===== config.mk =====
export PLATFORM = sky130hd
export DESIGN_NAME = pwrup_sequencer
export DESIGN_NICKNAME = d
export VERILOG_FILES = /design/src/rtl/pwrup_seq_pkg.sv /design/src/rtl/pwrup_seq_rom.sv /design/src/rtl/pwrup_wait_timer.sv /design/src/rtl/pwrup_sequencer.sv
export SDC_FILE = /design/constraint.sdc
export NUM_CORES = 1
export LEC_CHECK = 0
export ABC_AREA = 1
export BUFFER_PORTS_ARGS = -buffer_cell sky130_fd_sc_hd__buf_4
export CORE_UTILIZATION = 50
export DETAILED_ROUTE_END_ITERATION = 10
export PLACE_DENSITY = 0.78
export SYNTH_ARGS = -nofsm -noshare
export SYNTH_HDL_FRONTEND = slang
export SYNTH_SLANG_ARGS = --single-unit
export TNS_END_PERCENT = 5

===== constraint.sdc =====
create_clock -name clk -period 7.7 [get_ports clk]
set_input_delay 1.54 -clock clk [delete_from_list [all_inputs] [get_ports clk]]
set_output_delay 1.54 -clock clk [all_outputs]
set_load 0.02 [all_outputs]

===== src/rtl/pwrup_seq_pkg.sv =====
package pwrup_seq_pkg;

    localparam int ADDR_W    = 16;
    localparam int DATA_W    = 16;
    localparam int NUM_STEPS = 19;
    localparam int STEP_W    = $clog2(NUM_STEPS + 1);
    localparam int BURST_MAX = 16;
    localparam int OFF_W     = $clog2(BURST_MAX);
    localparam int LEN_W     = OFF_W + 1;

    typedef enum logic [1:0] {
        ST_IDLE  = 2'd0,
        ST_WRITE = 2'd1,
        ST_WAIT  = 2'd2,
        ST_DONE  = 2'd3
    } seq_state_e;

    typedef struct packed {
        logic              is_wait;
        logic [ADDR_W-1:0] base;
        logic [LEN_W-1:0]  len;
        logic [DATA_W-1:0] value;
        logic              index_data;
    } step_t;

    function automatic step_t mk(input logic w, input logic [ADDR_W-1:0] b,
                                 input int n, input logic [DATA_W-1:0] v,
                                 input logic idx);
        step_t s;
        s.is_wait    = w;
        s.base       = b;
        s.len        = LEN_W'(n);
        s.value      = v;
        s.index_data = idx;
        return s;
    endfunction

    // Ordered step list; the order is the behaviour.
    function automatic step_t step_lookup(input logic [STEP_W-1:0] idx,
                                          input logic [ADDR_W-1:0] slot_base);
        step_t s;
        case (idx)
            5'd0:    s = mk(1'b0, slot_base, 16, 16'h0000, 1'b1);
            5'd1:    s = mk(1'b0, 16'h1510,   1, 16'h0004, 1'b0);
            5'd2:    s = mk(1'b0, 16'h1550,   1, 16'h0004, 1'b0);
            5'd3:    s = mk(1'b0, 16'h1500,   8, 16'h8000, 1'b0);
            5'd4:    s = mk(1'b0, 16'h1540,   8, 16'h8000, 1'b0);
            5'd5:    s = mk(1'b0, 16'h0580,   1, 16'hAA20, 1'b0);
            5'd6:    s = mk(1'b0, 16'h0581,   1, 16'hF49D, 1'b0);
            5'd7:    s = mk(1'b0, 16'h1518,   8, 16'h0080, 1'b0);
            5'd8:    s = mk(1'b0, 16'h1558,   8, 16'h0080, 1'b0);
            5'd9:    s = mk(1'b0, 16'h0002,   1, 16'h0700, 1'b0);
            5'd10:   s = mk(1'b1, 16'h0000,   1, 16'h0000, 1'b0);
            5'd11:   s = mk(1'b0, 16'h1508,   8, 16'h8001, 1'b0);
            5'd12:   s = mk(1'b0, 16'h1548,   8, 16'h8001, 1'b0);
            5'd13:   s = mk(1'b0, 16'h0002,   1, 16'h0720, 1'b0);
            5'd14:   s = mk(1'b1, 16'h0000,   1, 16'h0000, 1'b0);
            5'd15:   s = mk(1'b0, 16'h1517,   1, 16'h8000, 1'b0);
            5'd16:   s = mk(1'b0, 16'h1557,   1, 16'h8000, 1'b0);
            5'd17:   s = mk(1'b0, 16'h1510,   1, 16'h0004, 1'b0);
            5'd18:   s = mk(1'b0, 16'h1550,   1, 16'h0004, 1'b0);
            default: s = mk(1'b0, 16'h0000,   1, 16'h0000, 1'b0);
        endcase
        return s;
    endfunction

    function automatic logic step_is_wait(input logic [STEP_W-1:0] idx);
        return (idx == STEP_W'(10)) || (idx == STEP_W'(14));
    endfunction

endpackage


===== src/rtl/pwrup_seq_rom.sv =====
module pwrup_seq_rom
    import pwrup_seq_pkg::*;
#(
    parameter logic [ADDR_W-1:0] TSA_BASE = 16'h1C00
) (
    input  logic [STEP_W-1:0] step_idx,
    input  logic [OFF_W-1:0]  offset,
    output logic              is_wait,
    output logic              next_is_wait,
    output logic              last_beat,
    output logic              last_step,
    output logic [ADDR_W-1:0] addr,
    output logic [DATA_W-1:0] data
);

    step_t cur;

    always_comb begin
        cur          = step_lookup(step_idx, TSA_BASE);
        is_wait      = cur.is_wait;
        next_is_wait = step_is_wait(step_idx + 1'b1);
        last_beat    = (LEN_W'(offset) == (cur.len - 1'b1));
        last_step    = (step_idx == STEP_W'(NUM_STEPS - 1));
        addr         = cur.base + ADDR_W'(offset);
        data         = cur.index_data ? DATA_W'(offset) : cur.value;
    end

endmodule


===== src/rtl/pwrup_wait_timer.sv =====
module pwrup_wait_timer #(
    parameter int CYCLES = 1000
) (
    input  logic clk,
    input  logic rst_n,
    input  logic load,
    output logic expired
);

    localparam int CW = (CYCLES < 2) ? 1 : $clog2(CYCLES + 1);

    logic [CW-1:0] count_d, count_q;

    always_comb begin
        count_d = count_q;
        if (load)
            count_d = CW'(CYCLES - 1);
        else if (count_q != '0)
            count_d = count_q - 1'b1;
    end

    always_ff @(posedge clk or negedge rst_n) begin
        if (!rst_n) count_q <= '0;
        else        count_q <= count_d;
    end

    assign expired = (count_q == '0);

endmodule


===== src/rtl/pwrup_sequencer.sv =====
module pwrup_sequencer
    import pwrup_seq_pkg::*;
#(
    parameter int                CLK_HZ   = 200_000_000,
    parameter int                WAIT_MS  = 70,
    parameter logic [ADDR_W-1:0] TSA_BASE = 16'h1C00
) (
    input  logic              clk,
    input  logic              rst_n,
    input  logic              start,
    input  logic              bus_rdy,
    output logic [ADDR_W-1:0] bus_addr,
    output logic [DATA_W-1:0] bus_wdata,
    output logic              bus_wr,
    output logic              done
);

    localparam int WAIT_CYCLES = (CLK_HZ / 1000) * WAIT_MS;

    typedef struct packed {
        seq_state_e        state;
        logic [STEP_W-1:0] step;
        logic [OFF_W-1:0]  off;
    } seq_regs_t;

    seq_regs_t r_d, r_q;
    logic      timer_load, timer_done;
    logic      cur_wait, nxt_wait, last_beat, last_step;
    logic      seq_idle;

    pwrup_seq_rom #(.TSA_BASE(TSA_BASE)) rom_i (
        .step_idx     (r_q.step),
        .offset       (r_q.off),
        .is_wait      (cur_wait),
        .next_is_wait (nxt_wait),
        .last_beat    (last_beat),
        .last_step    (last_step),
        .addr         (bus_addr),
        .data         (bus_wdata)
    );

    pwrup_wait_timer #(.CYCLES(WAIT_CYCLES)) timer_i (
        .clk     (clk),
        .rst_n   (rst_n),
        .load    (timer_load),
        .expired (timer_done)
    );

    always_comb begin
        r_d        = r_q;
        timer_load = 1'b0;
        unique case (r_q.state)
            ST_IDLE: begin
                if (start) begin
                    r_d.state = ST_WRITE;
                    r_d.step  = '0;
                    r_d.off   = '0;
                end
            end
            ST_WRITE: begin
                if (bus_rdy) begin
                    if (!last_beat) begin
                        r_d.off = r_q.off + 1'b1;
                    end else begin
                        r_d.off = '0;
                        if (last_step) begin
                            r_d.state = ST_DONE;
                        end else begin
                            r_d.step = r_q.step + 1'b1;
                            if (nxt_wait) begin
                                r_d.state  = ST_WAIT;
                                timer_load = 1'b1;
                            end
                        end
                    end
                end
            end
            ST_WAIT: begin
                if (timer_done && cur_wait) begin
                    r_d.state = ST_WRITE;
                    r_d.step  = r_q.step + 1'b1;
                end
            end
            ST_DONE: begin
                r_d.state = ST_DONE;
            end
            default: r_d.state = ST_IDLE;
        endcase
    end

    always_ff @(posedge clk or negedge rst_n) begin
        if (!rst_n) begin
            r_q.state <= ST_IDLE;
            r_q.step  <= '0;
            r_q.off   <= '0;
        end else begin
            r_q <= r_d;
        end
    end

    assign bus_wr   = (r_q.state == ST_WRITE);
    assign done     = (r_q.state == ST_DONE);
    assign seq_idle = (r_q.state == ST_IDLE);

endmodule


== After elaboration in Yosys (flattened, before gate mapping) ==
Memories as Yosys holds them, arrays and structs flattened.
Index checks and enable logic that the tools add are counted.
Storage, ports and cells
  flip-flop bits (word level): 35
  ROM bits: 960
  bits of input ports: 4
  output and inout bits: 34
  memories kept: 1
Memories
  (name not given): words 32, width 30, rd ports 1, clocked after memory_dff 0, wr ports 0, line pwrup_seq_pkg.sv:42  | case (idx)
Cells by class
  add/sub/neg operators: 5
  equal/unequal tests: 13
  muxes and demuxes: 19
  reductions and logical operators: 11
Operators with widths (number)
  $mux W24: 2
  $logic_not A24 Y1: 1
  $reduce_bool A24 Y1: 1
  $sub A24 B1 Y24 const B: 1
  $mux W11: 2
  $add A16 B4 Y16: 1
  $mux W16: 1
  $pmux W5 S3: 1
  $mux W7: 2
  $eq A5 B4 Y1 const B: 2
  $ne A2 B2 Y1 const B: 4
  $pmux W2 S4: 1
  $pmux W4 S2: 1
  $reduce_and A6 Y1: 1
  $add A5 B1 Y5 const B: 1
  $eq A4 B5 Y1: 1
  $eq A5 B5 Y1 const B: 1
  $mux W1: 5
  $mux W5: 1
  $reduce_and A5 Y1: 1
  $sub A5 B1 Y5 const B: 1
  $add A4 B1 Y4 const B: 1
  $eq A2 B2 Y1 const B: 2
  $mux W2: 2
  other kinds (10): 11

== Longest topological paths before layout ==
  depth in word-level cells: 9
  gate-level depth with buffers: 18

== By module ==
A second synthesis with hierarchy kept.
Second synthesis, totals
  cells, all modules: 461
  area, all modules: 3153.0 um^2
Modules (own cells, without submodules)
  pwrup_wait_timer: instances 1, cells each 222, area each 1590.3 um^2
  pwrup_seq_rom: instances 1, cells each 138, area each 788.3 um^2
  pwrup_sequencer: instances 1, cells each 101, area each 774.5 um^2

== Worst setup path after synthesis ==
No wires, ideal clock.
  path kind: register to output
  from: register r_q[4] (netlist bit)
  to: output port bus_addr[4]
  arrival: 2670 ps
  data required time: 6160 ps
  setup slack: 3490 ps
  stages on the path, launching flop included: 12
  path buffers: 0
  cells stage by stage: dfrtp_1 inv_1 ha_1 nand2_1 nor2_1 inv_1 o21ai_0 ha_1 inv_1 fa_1 o21ai_0 xor2_1
On the way
  word-level cells in the longest chain between the ends: 2
RTL lines
  start: declaration: line pwrup_sequencer.sv:26  | seq_regs_t r_d, r_q;
  start signal: assignment: line pwrup_sequencer.sv:97  | r_q <= r_d;
  $mem_v2 Z32 W30
  $add A16 B4 Y16: line pwrup_seq_rom.sv:24  | addr = cur.base + ADDR_W'(offset);
  end: declaration: line pwrup_sequencer.sv:12  | output logic [ADDR_W-1:0] bus_addr,
Every way passes these cells.

== Worst setup path after layout ==
Same ends and word-level chain as after synthesis.

==> out/results.ini <==
[drt]
vias = 2751
top_layer = met4
wl_mm = 6.629
drtIter0Drc = 159
m1WireLength_mm = 3.061
wl_met3_um = 360
drtAntennaViolNets = 0
avgRoutedWirePerCell_um = 12.82
met2_length_mm = 3.088
dr.pass1.iters = 4
vias_per_cell = 5.321
drcViolationCount = 0

[clock_network]
cts-buffers-inserted = 5
clk_latency_ns = 0.29
clk_path_buf_depth = 2
cts_resized = 0
htree_levels = 2
postCtsHoldBufs = 0
cts_tree = built
cts_sinks = 35
post_cts_buffers = 0
cts_root_buf = clkbuf_8
clkSlewWorstSetupHoldPaths_ns = 0.07

[critical_path]
worstPathArrival_ns = 3.02
end_kind = output port
cp_data_required_time_ns = 6.16
path_cells = inv_1 > ha_1 > nand2_1 > nor2_1 > inv_1 > o21ai_0 > ha_1 > inv_1 > fa_1 > o21ai_0 > xor2_1 > buf_4
critPathTopFamily = adder cells
setup.worst_path.class = reg -> out
critPathSlowestCell = dfrtp_1
cpMostUsedCell = inv_1
start_kind = flop
worstPathMaxFanout = 9
path_buf_inv = 4
crit_path_max_incr_delay_ns = 0.47

[power]
cellPowerDensity_nw_per_um2 = 270.2
ir_worst_vdd_uv = 187.6
leakage_nw = 1.683

[run_status]
status = completed

[placed_design]
post_dp_cell_area_um2 = 3239
place_congestion = 0.8958
port_buffers = 32
dp_hpwl_mm = 5.103
place_ws_ns = 3.439
dp.cells = 509

[layout]
n_antenna_cell = 0
instances_no_fill = 517
nNetsFinal = 468
drive_above_1_share = 0.1798
area_growth_pct = 10.38
stdcell_area_um2 = 3339

[sta]
fin_crit_ns = 4.565
clock_skew_ns = 0.003006
setup_tns_ns = 0
fmax_mhz = 219.1
maxSlewHeadroom = 0.5823
whs_ns = 0.5396
slew_viol_final = 0
tightest_slew_ns = 0.6265
grt_setup_unrepaired = false
final.period_utilization = 0.5929
layout_setup_ws_ns = 3.135
hold_violations = 0
setup_viol = 0

[global_routing]
grt_overflow = 0
grt_first_pass_wirelength_mm = 11.32
grt_start_max_net_pins = 36
antenna_found_initial = 0
grt_use_total = 0.2290
grt_pass1_vias = 2549

[hold_path]
min_path_type = reg -> reg

[yosys]
synthDistinctLibCells = 40
synth_edf_count = 0
synth_area_leaders = dfrtp_1 (29%), nand2_1 (10%), ha_1 (7.9%)
syn_inst = 416
yosysTopAreaCellShare = 0.2895
ys_ff_latch = 35
yosys_most_used_dff = dfrtp_1
avgSynthCellArea_um2 = 7.273
synthArstFlopShare = 1.000
ys_seq_area_frac = 0.2895
ys_warn_count = 0
synth_area_leader_cell = dfrtp_1
synth_area_um2 = 3025

[floorplanning]
initial_utilization = 0.5331
die_w_um = 79.79
core_um2 = 5675
io_pins = 38
num_rows = 27
die_area_um2 = 6366
die-height_um = 79.79

[run]
maxCapViolCount = 0

## placed cells by master, fill, tap and decap left out, types with 7 or more instances in the layout
| cell | netlist | layout |
|---|---|---|
| xnor2_1 | 7 | 7 |
| o21ai_0 | 24 | 24 |
| dfrtp_1 | 35 | 35 |
| clkbuf_8 | 0 | 7 |
| inv_1 | 54 | 54 |
| buf_4 | 7 | 32 |
| nor3_1 | 10 | 10 |
| a21oi_1 | 18 | 18 |
| nor2_1 | 54 | 54 |
| xor2_1 | 7 | 7 |
| ha_1 | 19 | 19 |
| nand3_1 | 23 | 23 |
| nand2_1 | 82 | 82 |
| nand4_1 | 14 | 14 |
## flip-flops by register name, indices dropped and copies added, names as in the netlist
| register | count |
|---|---|
| r_q | 11 |
| timer_i.count_q | 24 |
## path summary, 6_finish.rpt
path                         start           to  slack (ns)  cells past startpoint
setup / recovery            r_q[4]  bus_addr[4]        3.14                     12
hold / removal             r_q[10]      r_q[10]        0.54                      2
setup reg to reg            r_q[4]       r_q[7]        4.83                     14
hold reg to reg            r_q[10]      r_q[10]        0.54                      2
max in group asynchronous    rst_n       r_q[1]        6.21                      1
min in group asynchronous    rst_n       r_q[9]        1.19                      1
## cell families after synthesis
kind of cell / Yosys count / synth area share
compound gates: 54 / 0.1046
xor+xnor: 14 / 0.04053
fa+ha+maj: 20 / 0.08520
buf+inv: 74 / 0.1174
flops: 35 / 0.2895
other cells: 1 / 0.001240
simple gates: 218 / 0.3615
## worst reg2reg max path, delay by kind of cell (launching register included)
family                     cells  cell delay [ns]
buffers and inverters          2             0.21
adders and majority gates      2             0.71
DFF                            1             0.50
xor gates and xnor gates       1             0.13
AOI/OAI and AO/OA              1             0.17
and+or+nand+nor                8             1.05
## final cells by class
| cell class | count | area (µm²) |
|---|---|---|
| Sequential cell | 35 | 875.8 |
| Timing Repair Buffer | 32 | 240.2 |
| Multi-Input combinational cell | 311 | 1809 |
| Clock buffer | 8 | 100.1 |
| Fill cell | 531 | 2336 |
| Tap cell | 72 | 90.09 |
| Inverter | 59 | 224.0 |
## power breakdown
group	switching, W	total [W]	internal [W]
Sequential	0.0000449	0.000255	0.000210
Combinational	0.000318	0.000503	0.000185
Clock	0.0000633	0.000145	0.0000815
## routing by layer
| metal | up-vias | GRT usage |
|---|---|---|
| met3 | 10 | 0.03886 |
| met4 | 0 | 0.09107 |
| met5 | - | 0 |
| li1 | 1388 | - |
| met2 | 91 | 0.3812 |
| met1 | 1262 | 0.2944 |
## cells in the mapped netlist, drive strengths merged, types with 4 or more instances
library cell / instances
a21oi: 18
nand3: 31
nand2: 91
xnor2: 7
inv: 59
nor2: 65
nor3: 12
dfrtp: 35
nand4: 14
xor2: 7
o21ai: 27
ha: 19
o211ai: 4
buf: 13
## metrics by stage
| stage | total power, W | utilization |
|---|---|---|
| 2_1_floorplan | 0.0006287 | - |
| 3_5_place_dp | 0.0007588 | 0.5708 |
| 5_1_grt | 0.0009750 | 0.5884 |
| 4_1_cts | 0.0009069 | 0.5884 |
| 6_report | 0.0009024 | 0.5884 |
| 3_3_place_gp | 0.0007499 | 0.5708 |
No activity file was read; power rests on OpenSTA's default activity.
